[config.mk]
export PLATFORM = sky130hd
export DESIGN_NAME = commitWriteBuffer
export DESIGN_NICKNAME = d
export VERILOG_FILES = /design/src/rtl/cwbPkg.sv /design/src/rtl/cwbDatapath.sv /design/src/rtl/cwbControl.sv /design/src/rtl/commitWriteBuffer.sv
export SDC_FILE = /design/constraint.sdc
export NUM_CORES = 1
export LEC_CHECK = 0
export ABC_AREA = 1
export BUFFER_PORTS_ARGS = -buffer_cell sky130_fd_sc_hd__buf_2
export CORE_MARGIN = 10
export CORE_UTILIZATION = 55
export CTS_BUF_LIST = sky130_fd_sc_hd__clkbuf_16
export DETAILED_ROUTE_END_ITERATION = 10
export PLACE_DENSITY = 0.87
export SYNTH_ARGS = -nofsm -noshare
export SYNTH_HDL_FRONTEND = slang
export SYNTH_SLANG_ARGS = --single-unit
[constraint.sdc]
create_clock -name clk -period 4.27 [get_ports clk]
set_input_delay 0.854 -clock clk [delete_from_list [all_inputs] [get_ports clk]]
set_output_delay 0.854 -clock clk [all_outputs]
set_load 0.01 [all_outputs]
[src/rtl/cwbPkg.sv]
package cwbPkg;
  typedef enum logic [2:0] {
    ST_IDLE, ST_RUN, ST_OVF_WAIT, ST_IRREV, ST_CMT_WAIT, ST_BCAST, ST_RELEASE
  } cwbState_t;

  typedef struct packed {
    logic clearAll;  // empty buffer and read set
    logic storeEn;   // merge or allocate the offered store
    logic loadEn;    // record load address in read set
    logic beatEn;    // drive a buffered entry onto the bus
    logic thruEn;    // drive the offered store straight onto the bus
  } cwbStrobes_t;
endpackage

[src/rtl/cwbDatapath.sv]
module cwbDatapath
  import cwbPkg::*;
#(
  parameter int ADDR_W  = 16,
  parameter int DATA_W  = 32,
  parameter int ENTRIES = 8,
  parameter int RS_BITS = 16,
  localparam int IDX_W  = (ENTRIES > 1) ? $clog2(ENTRIES) : 1,
  localparam int CNT_W  = $clog2(ENTRIES + 1),
  localparam int RS_W   = $clog2(RS_BITS)
) (
  input  logic              clk,
  input  logic              rstN,
  input  cwbStrobes_t       ctl,
  input  logic [IDX_W-1:0]  bcIdx,
  input  logic [ADDR_W-1:0] stAddr,
  input  logic [DATA_W-1:0] stData,
  input  logic              ldValid,
  input  logic [ADDR_W-1:0] ldAddr,
  input  logic [ADDR_W-1:0] snoopAddr,
  output logic              stHit,
  output logic              full,
  output logic [CNT_W-1:0]  count,
  output logic              rsHit,
  output logic              ldHit,
  output logic [DATA_W-1:0] ldData,
  output logic              bcValid,
  output logic [ADDR_W-1:0] bcAddr,
  output logic [DATA_W-1:0] bcData
);
  logic [ADDR_W-1:0] addrQ [ENTRIES];
  logic [DATA_W-1:0] dataQ [ENTRIES];
  logic [CNT_W-1:0]  countQ;
  logic [RS_BITS-1:0] rsQ;
  logic [IDX_W-1:0]  stIdx;
  logic              ldMatch;

  always_comb begin
    stHit   = 1'b0;
    stIdx   = '0;
    ldMatch = 1'b0;
    ldData  = '0;
    for (int i = 0; i < ENTRIES; i++) begin
      if (CNT_W'(i) < countQ) begin
        if (addrQ[i] == stAddr) begin
          stHit = 1'b1;
          stIdx = IDX_W'(i);
        end
        if (addrQ[i] == ldAddr) begin
          ldMatch = 1'b1;
          ldData  = dataQ[i];
        end
      end
    end
  end

  assign full    = (countQ == CNT_W'(ENTRIES));
  assign count   = countQ;
  assign rsHit   = rsQ[snoopAddr[RS_W-1:0]];
  assign ldHit   = ldValid & ldMatch;
  assign bcValid = ctl.beatEn | ctl.thruEn;
  assign bcAddr  = ctl.thruEn ? stAddr : addrQ[bcIdx];
  assign bcData  = ctl.thruEn ? stData : dataQ[bcIdx];

  always_ff @(posedge clk) begin
    if (!rstN || ctl.clearAll) begin
      countQ <= '0;
      rsQ    <= '0;
    end else begin
      if (ctl.storeEn && !stHit && !full) countQ <= countQ + 1'b1;
      if (ctl.loadEn) rsQ[ldAddr[RS_W-1:0]] <= 1'b1;
    end
  end

  always_ff @(posedge clk) begin
    if (ctl.storeEn && !ctl.clearAll) begin
      if (stHit) begin
        dataQ[stIdx] <= stData;
      end else if (!full) begin
        addrQ[countQ[IDX_W-1:0]] <= stAddr;
        dataQ[countQ[IDX_W-1:0]] <= stData;
      end
    end
  end
endmodule

[src/rtl/cwbControl.sv]
module cwbControl
  import cwbPkg::*;
#(
  parameter int ENTRIES = 8,
  localparam int IDX_W  = (ENTRIES > 1) ? $clog2(ENTRIES) : 1,
  localparam int CNT_W  = $clog2(ENTRIES + 1)
) (
  input  logic             clk,
  input  logic             rstN,
  input  logic             txBegin,
  input  logic             txEnd,
  input  logic             txAbort,
  input  logic             stValid,
  input  logic             ldValid,
  input  logic             snoopValid,
  input  logic             tokenGrant,
  input  logic             stHit,
  input  logic             full,
  input  logic [CNT_W-1:0] count,
  input  logic             rsHit,
  output cwbStrobes_t      ctl,
  output logic [IDX_W-1:0] bcIdx,
  output logic             tokenReq,
  output logic             stReady,
  output logic             conflictAbort
);
  cwbState_t state, nxt;
  logic conflictHit, abortReq, stallStore, lastBeat;

  assign stallStore = stValid & !stHit & full;
  assign conflictHit = snoopValid & rsHit &
    (state == ST_RUN || state == ST_OVF_WAIT || state == ST_CMT_WAIT);
  assign abortReq = conflictHit |
    (txAbort & (state == ST_RUN || state == ST_OVF_WAIT || state == ST_CMT_WAIT));
  assign lastBeat = (CNT_W'(bcIdx) == count - 1'b1);
  assign tokenReq = (state == ST_OVF_WAIT) || (state == ST_IRREV) ||
                    (state == ST_CMT_WAIT) || (state == ST_BCAST);

  always_comb begin
    ctl     = '0;
    nxt     = state;
    stReady = 1'b1;
    if (abortReq) begin
      ctl.clearAll = 1'b1;
      nxt          = ST_IDLE;
    end else begin
      case (state)
        ST_IDLE: if (txBegin) begin
          ctl.clearAll = 1'b1;
          nxt          = ST_RUN;
        end
        ST_RUN: begin
          ctl.loadEn = ldValid;
          if (stallStore) begin
            stReady = 1'b0;
            nxt     = ST_OVF_WAIT;
          end else begin
            ctl.storeEn = stValid;
            if (txEnd) nxt = ST_CMT_WAIT;
          end
        end
        ST_OVF_WAIT: begin
          stReady    = 1'b0;
          ctl.loadEn = ldValid;
          if (tokenGrant) nxt = ST_IRREV;
        end
        ST_IRREV: begin
          ctl.loadEn  = ldValid;
          ctl.storeEn = stValid;
          ctl.thruEn  = stallStore;
          if (txEnd) nxt = (count == '0) ? ST_RELEASE : ST_BCAST;
        end
        ST_CMT_WAIT: if (tokenGrant) nxt = (count == '0) ? ST_RELEASE : ST_BCAST;
        ST_BCAST: begin
          ctl.beatEn = 1'b1;
          if (lastBeat) nxt = ST_RELEASE;
        end
        ST_RELEASE: begin
          ctl.clearAll = 1'b1;
          nxt          = ST_IDLE;
        end
        default: nxt = ST_IDLE;
      endcase
    end
  end

  always_ff @(posedge clk) begin
    if (!rstN) begin
      state         <= ST_IDLE;
      bcIdx         <= '0;
      conflictAbort <= 1'b0;
    end else begin
      state         <= nxt;
      bcIdx         <= (state == ST_BCAST) ? bcIdx + 1'b1 : '0;
      conflictAbort <= conflictHit;
    end
  end
endmodule

[src/rtl/commitWriteBuffer.sv]
module commitWriteBuffer
  import cwbPkg::*;
#(
  parameter int ADDR_W  = 16,
  parameter int DATA_W  = 32,
  parameter int ENTRIES = 8,
  parameter int RS_BITS = 16
) (
  input  logic              clk,
  input  logic              rstN,
  input  logic              txBegin,
  input  logic              txEnd,
  input  logic              txAbort,
  input  logic              stValid,
  input  logic [ADDR_W-1:0] stAddr,
  input  logic [DATA_W-1:0] stData,
  output logic              stReady,
  input  logic              ldValid,
  input  logic [ADDR_W-1:0] ldAddr,
  output logic              ldHit,
  output logic [DATA_W-1:0] ldData,
  output logic              tokenReq,
  input  logic              tokenGrant,
  input  logic              snoopValid,
  input  logic [ADDR_W-1:0] snoopAddr,
  output logic              bcValid,
  output logic [ADDR_W-1:0] bcAddr,
  output logic [DATA_W-1:0] bcData,
  output logic              conflictAbort
);
  localparam int IDX_W = (ENTRIES > 1) ? $clog2(ENTRIES) : 1;
  localparam int CNT_W = $clog2(ENTRIES + 1);

  cwbStrobes_t      ctl;
  logic [IDX_W-1:0] bcIdx;
  logic [CNT_W-1:0] count;
  logic             stHit, full, rsHit;

  cwbControl #(.ENTRIES(ENTRIES)) uCtrl (
    .clk(clk), .rstN(rstN), .txBegin(txBegin), .txEnd(txEnd), .txAbort(txAbort),
    .stValid(stValid), .ldValid(ldValid), .snoopValid(snoopValid),
    .tokenGrant(tokenGrant), .stHit(stHit), .full(full), .count(count),
    .rsHit(rsHit), .ctl(ctl), .bcIdx(bcIdx), .tokenReq(tokenReq),
    .stReady(stReady), .conflictAbort(conflictAbort)
  );

  cwbDatapath #(.ADDR_W(ADDR_W), .DATA_W(DATA_W), .ENTRIES(ENTRIES), .RS_BITS(RS_BITS)) uData (
    .clk(clk), .rstN(rstN), .ctl(ctl), .bcIdx(bcIdx), .stAddr(stAddr), .stData(stData),
    .ldValid(ldValid), .ldAddr(ldAddr), .snoopAddr(snoopAddr), .stHit(stHit),
    .full(full), .count(count), .rsHit(rsHit), .ldHit(ldHit), .ldData(ldData),
    .bcValid(bcValid), .bcAddr(bcAddr), .bcData(bcData)
  );
endmodule

==> key figures, run 1 <==
Status
  • Status: finished clean

STA
  • Setup-failing EPs final: 0
  • Post-Route Skew: approximately 0.021 ns
  • Worst-margin pin slew: 1.063 ns
  • Final Hold Fails: 0
  • Crit path time final: 4.250 ns
  • Max-slew violations: 0
  • Post-layout worst setup margin: ~0.020 ns
  • Rel. slew slack: between 20 and 30%
  • Maximum achievable frequency: 235.3 MHz
  • Fin crit share: between 90 and 100%

Worst setup path
  • Crit path kind: in -> out
  • CP cell instances: clkbuf_4, inv_1, nand2_1, nand2_1, nor2_1, nand2_1, nor2_1, nand3_2, nand2_1, nor2_2, nand3_2, inv_2, nand2_8, clkbuf_16, o21ai_0, buf_2
  • Worst EP required: 3.42 ns
  • CP Buf/Inv Count: 5
  • Cell mode on critical path: nand2_1
  • Startpoint types: input pin
  • Nature of the critical path endpoint: output port
  • Worst path slowest cell: o21ai_0
  • Worst EP arrival: 3.40 ns
  • Worst-path fanout max: 16
  • CP top delay family: buffers and inverters
  • Largest stage delay on the critical path: 0.37 ns

Synth
  • Seq/Total Area, Yosys: 50.22%
  • EDFF count, synth: 384
  • Ys flop type: edfxtp_1
  • Yosys reg bits: 411
  • Mapped Nets: 3038
  • Distinct cells, synth: 50
  • Synth Warn #: 0
  • Largest family of logic cells by synthesized area: simple AND/OR/NAND/NOR gates
  • Post-Syn Instances: 2942
  • Compound-Gate Fraction of Synth Area: 13.88%
  • Post-Synth XOR/XNOR Area: approximately 3.6%
  • Post-Synth Simple-Gate Area: 24.38%
  • Post-synth ARST share: 0%
  • Mux cell area share after synthesis: 0%
  • Mapped Avg Cell Area: 8.170 sq um
  • Mapped cell area: 0.02404 sq mm
  • Adder-cell share of the synthesized area: 0.3644%

Die
  • Starting density of the core: 55.67%
  • Die area: 0.05246 sq mm
  • Die H: roughly 230 um
  • Die W: roughly 230 um
  • Core Rows: 76
  • Core area: 0.04317 sq mm
  • Io pins: between 150 and 200

Clock network
  • TritonCTS buffer count: 43
  • Hold Buf Count CTS: 0
  • CTS tree: done
  • CTS sink cnt: 411
  • Clock buffer depth: 3
  • Root Buffer: clkbuf_16
  • Worst skew pair latency: 0.59 ns
  • Htree depth: 2
  • Clk slew on worst S/H paths: 0.06 ns

GRT
  • GRT Residual Overflow: 0
  • Initial antenna violation count: 2
  • Met3 usage: approximately 6.5%
  • First-pass GRT wire length: 123.1 mm
  • Grt met1 use: 41.09%
  • Met2 usage: 45.58%
  • Gr busiest metal: met2
  • Largest net degree at the start of global routing: 213
  • Gr usage total: approximately 30%
  • Vias in the first global route: around 21k

Cells and area
  • Most frequent cells in the layout: 858 x nand2_1, 384 x edfxtp_1, 303 x nor2_1, 271 x inv_1, 203 x a21oi_1
  • Final Util: 64.97%
  • Nets: 3219
  • Sequential cell area: 0.01208 sq mm
  • Finished Layout Cells: 3739
  • Design Area, Final: 0.02805 sq mm
  • # fillers: 3487
  • Area delta synth->final: 16.70%
  • Share of cells above drive strength 1: between 10% and 20%
  • N_diodes: 0
  • Multi-input combinational cell area: 0.01032 sq mm
  • Commonest non-fill, non-tap cell in the layout: nand2_1

Place
  • Area post-placement: 0.02643 sq mm
  • Placed cells: 3650
  • DP Worst Slack: 0.01708 ns
  • IO buf count: 161
  • Dpl hpwl: 55.50 mm
  • Routability Congestion: approximately 1.1

Route
  • Final wirelength: 84.36 mm
  • Antenna viol nets, final: 0
  • Drt wl/cell: approximately 23 um
  • Drt drc: 0
  • Via density: between 6 and 7
  • Initial DRC count: between 4k and 5k
  • First-pass iteration count of the detailed router: 6
  • DR vias: 23.06k

Power
  • Peak supply drop: around 0.31 mV
  • Leak: approximately 12 nW
  • PwrDens: 341.8 mW/mm^2

Min path
  • Worst hold path type: reg -> reg

Flow run
  • Max Cap Violations: 0
-- cell families after synthesis --
logic type,Yosys count
compound gates,556
xor+xnor,98
fa+ha+maj,7
buf+inv,447
flops,411
simple gates,1423
-- tightest hold or removal path: cells and delay by family (launching register included) --
family / cells / cell delay (ns)
AOI/OAI and AO/OA: 1 / 0.05
buffers and inverters: 1 / 0.05
DFF: 1 / 0.30
-- worst paths after layout --
kind	startpoint	to	slack, ns	depth (start not counted)
max	stAddr[1]	bcAddr[4]	0.02	16
min	uData.rsQ[0]	uData.rsQ[0]	0.45	2
max reg2reg	uData.count[1]	uData.dataQ[3][8]	0.90	18
min reg2reg	uData.rsQ[0]	uData.rsQ[0]	0.45	2
-- sequential cells by signal, summed over array words and instances (netlist names) --
register             cells
uData.addrQ            128
uData.dataQ            256
uCtrl.state              3
uCtrl.bcIdx              3
uCtrl.conflictAbort      1
uData.count              4
uData.rsQ               16
-- where the power goes --
group	switching (mW)	total [mW]	internal (mW)
registers	0.0847	4.61	4.53
logic	0.958	1.46	0.498
clock network	1.57	3.52	1.95
-- synthesized netlist by cell type, types with 13 or more instances --
library cell | count | area share, %
a211oi_1 | 34 | 1.1
a21oi_1 | 203 | 4.2
buf_2 | 62 | 1.3
clkbuf_1 | 86 | 1.3
dfxtp_1 | 27 | 2.2
edfxtp_1 | 384 | 48
inv_1 | 261 | 4.1
nand2_1 | 859 | 13
nand3_1 | 121 | 2.5
nand4_1 | 42 | 1.1
nor2_1 | 316 | 4.9
nor3_1 | 36 | 0.75
o211ai_1 | 51 | 1.6
o21a_1 | 31 | 0.97
o21ai_0 | 139 | 2.9
o221ai_1 | 13 | 0.47
o22ai_1 | 33 | 0.86
o311ai_0 | 32 | 1.2
xnor2_1 | 51 | 1.9
xor2_1 | 47 | 1.7
-- area by class of cell --
class / count / area share, %
Inverter: 275 / 3.729
Clock inverter: 33 / 0.7316
Clock buffer: 43 / 3.836
Tap cell: 585 / 2.610
Multi-Input combinational cell: 2084 / 36.81
Sequential cell: 411 / 43.07
Timing Repair Buffer: 308 / 9.216
-- metrics by stage --
stage                     hold WS (ns)  total power, mW  TNS (ns)
after floorplan                 0.4268            5.507         0
after global placement          0.4342            6.063         0
after detailed placement        0.4391            6.090         0
after CTS                       0.4479            9.528         0
after global routing            0.4802            9.862   -0.1282
final                           0.4474            9.587         0
-- what timing repair did --
item	CTS	global route
gates cloned	1	5
pin swaps	0	3
resized for setup	5	26
buffers inserted	0	7
setup endpoints to repair	18	60
-- per-layer routing --
layer,vias up,wire length [um]
li1,10315,-
met1,10621,31620
met2,1873,37110
met3,253,12090
met4,2,3524
met5,-,13
Power figures use the tool's default switching activity.
==> run 2, diff against run 1 <==
Settings changed: BUFFER_PORTS_ARGS -buffer_cell sky130_fd_sc_hd__buf_2 to -buffer_cell sky130_fd_sc_hd__clkbuf_2, CORE_ASPECT_RATIO set to 0.8.
==> run 2 against run 1 <==
Effect of this change: worst hold slack barely moved; critical endpoint is now bcData[2]; first-iteration DRC count fell by 2.6%; via count fell by 0.96%.
==> key figures, run 2 (same netlist as run 1, synthesis figures left out) <==
Status
  • Status: finished clean

Clock network
  • CTS sink cnt: 411 (unchanged)
  • TritonCTS buffer count: 43 (unchanged)
  • Clock buffer depth: 3 (unchanged)
  • CTS tree: done
  • Htree depth: 2 (unchanged)
  • Clk slew on worst S/H paths: 0.06 ns (about the same)
  • Worst skew pair latency: 0.57 ns (-0.02 ns)
  • Root Buffer: clkbuf_16

Cells and area
  • Most frequent cells in the layout: 855 x nand2_1, 384 x edfxtp_1, 306 x nor2_1, 268 x inv_1, 203 x a21oi_1
  • # fillers: 3437 (-1.4%)
  • Area delta synth->final: 16.09%
  • Top reg by flops: uData.dataQ
  • Multi-input combinational cell area: 0.01034 sq mm (+0.13%)
  • Nets: 3221 (+0.062%)
  • Max reg flops: 256 (unchanged)
  • Sequential cell area: 0.01209 sq mm (about the same)
  • Share of cells above drive strength 1: 14.12% (+0.36 points)
  • N_diodes: 0 (unchanged)
  • Final Util: 64.69% (-0.29 points)
  • Finished Layout Cells: 3719 (-0.53%)
  • Commonest non-fill, non-tap cell in the layout: nand2_1

Power
  • Net Sw Frac: 27.64% (+0.35 points)
  • Sequential share of power: 47.7% (-0.4 points)
  • Comb pwr share: 15.2% (about the same)
  • Total Power: 9.674 mW (+0.91%)
  • PwrDens: 346.7 mW/mm^2 (+1.4%)
  • P_sw: 2.674 mW (+2.2%)
  • Peak supply drop: 0.3120 mV (+1.5%)
  • Clock Power Share: 37.1% (+0.4 points)
  • Leak: 11.95 nW (-0.45%)
  • Int Pwr: 7.000 mW (+0.42%)

Die
  • Core area: 0.04314 sq mm (about the same)
  • Die H: 207.0 um (-9.6%)
  • Io pins: 174 (unchanged)
  • Starting density of the core: 55.72% (about the same)
  • Die W: 253.7 um (+11%)
  • Core Rows: 68 (-11%)
  • Die area: 0.05252 sq mm (+0.10%)

Route
  • Drt wl/cell: 23.08 um (+2.3%)
  • Antenna viol nets, final: 0 (unchanged)
  • Via density: 6.142 (-0.43%)
  • First-pass iteration count of the detailed router: 7 (+1)
  • Drt drc: 0 (unchanged)
  • DR vias: 22.84k (-0.96%)
  • Final wirelength: 85.85 mm (+1.8%)
  • Initial DRC count: 3999 (-2.6%)

Place
  • Dpl hpwl: 58.05 mm (+4.6%)
  • Routability Congestion: 1.063 (+0.26%)
  • DP Worst Slack: 0.1765 ns (+0.1594 ns)
  • Placed cells: 3632 (-0.49%)
  • IO buf count: 161 (unchanged)

Worst setup path
  • Worst-path fanout max: 8 (-8)
  • Crit path kind: in -> out
  • Startpoint types: input pin
  • Worst EP required: 3.42 ns (about the same)
  • Worst EP arrival: 3.31 ns (-0.09 ns)
  • Nature of the critical path endpoint: output port
  • Worst reg-to-reg path cell count: 19 (+1)

GRT
  • GRT Residual Overflow: 0 (unchanged)
  • Largest net degree at the start of global routing: 85 (-60%)
  • Initial antenna violation count: 1 (-1)
  • Gr usage total: 31.33% (+1.5 points)
  • Vias in the first global route: 20.79k (-2.4%)
  • First-pass GRT wire length: 125.3 mm (+1.8%)

Min path
  • Hold Path Cell Cnt: 2 (unchanged)
  • Worst hold path type: reg -> reg

STA
  • Max-slew violations: 0 (unchanged)
  • Post-Route Skew: 0.02202 ns (+0.0005220 ns)
  • Final Hold Fails: 0 (unchanged)
  • TNS Setup: 0 ns (unchanged)
  • Maximum achievable frequency: 239.9 MHz (+2.0%)
  • Crit path time final: 4.169 ns (-0.08148 ns)
  • Fin crit share: 97.63% (-1.9 points)
  • Setup-failing EPs final: 0 (unchanged)
  • Rel. slew slack: 38.97% (+9.8 points)
  • Worst-margin pin slew: 0.9121 ns (-0.1510 ns)
  • Post-layout worst setup margin: 0.1013 ns (+0.08148 ns)

Flow run
  • Max Cap Violations: 0 (unchanged)
==> run 2: cell count changes in the layout (fill, tap and decap cells not counted), moves of 4 or more <==
cell	delta
buf_12	-13
buf_2	-158
buf_4	+15
clkbuf_2	+160
nor2_2	-4
==> run 2: what timing repair did <==
item                       CTS  global route
resized for setup            5            41
setup endpoints to repair   50            81
pin swaps                    0             5
cloned                       0             3
hold buffers                 0             0
setup buffers                0             5
==> run 2: cell type report <==
| type | count | area share, % |
|---|---|---|
| Inverter | 275 | 3.785 |
| Tap cell | 560 | 2.511 |
| Timing Repair Buffer | 310 | 8.587 |
| Clock buffer | 44 | 3.946 |
| Multi-Input combinational cell | 2084 | 37.05 |
| Sequential cell | 411 | 43.32 |
| Clock inverter | 35 | 0.8027 |
==> run 2: worst max-delay path, cell delays in order <==
cell,delay [ns]
clkbuf_2,0.11
clkinvlp_4,0.27
nand2_1,0.13
nand2_1,0.06
nor2_1,0.32
nand2_1,0.10
nor2_1,0.15
nand3_2,0.12
nand2_2,0.12
nor2_4,0.05
nand3_4,0.10
inv_4,0.06
nand2_8,0.11
buf_12,0.16
buf_12,0.11
o311ai_0,0.16
o21a_1,0.17
clkbuf_2,0.13
==> run 2: worst paths after layout <==
| check | startpoint | to | slack, ns |
|---|---|---|---|
| setup / recovery | stAddr[13] | bcData[2] | 0.10 |
| setup reg to reg | uData.count[0] | uData.dataQ[5][1] | 0.86 |
| hold reg to reg | uData.rsQ[10] | uData.rsQ[10] | 0.45 |
| hold / removal | uData.rsQ[10] | uData.rsQ[10] | 0.45 |
==> run 2: per-stage QoR <==
| stage | hold WS, ns | cell area [sq um] |
|---|---|---|
| floorplan | 0.4268 | 24040 |
| global placement | 0.4338 | 26330 |
| detailed placement | 0.4373 | 26330 |
| CTS | 0.4456 | 27670 |
| global route | 0.4617 | 27900 |
| finish | 0.4473 | 27900 |
==> run 2: routing by layer <==
metal / GRT usage [%] / part of all wire, %
met5: 0 / 0.013
met4: 7.556 / 2.0
met1: 44.35 / 40
met2: 44.54 / 41
met3: 11.89 / 17
==> run 2: power by group through the flow <==
stage                     Sequential [mW]  Combinational [mW]  Clock [mW]
after floorplan                      4.67               0.840           0
after global placement               4.69                1.38           0
after detailed placement             4.69                1.40           0
after CTS                            4.61                1.41        3.59
after global routing                 4.62                1.57        3.75
final                                4.62                1.47        3.59
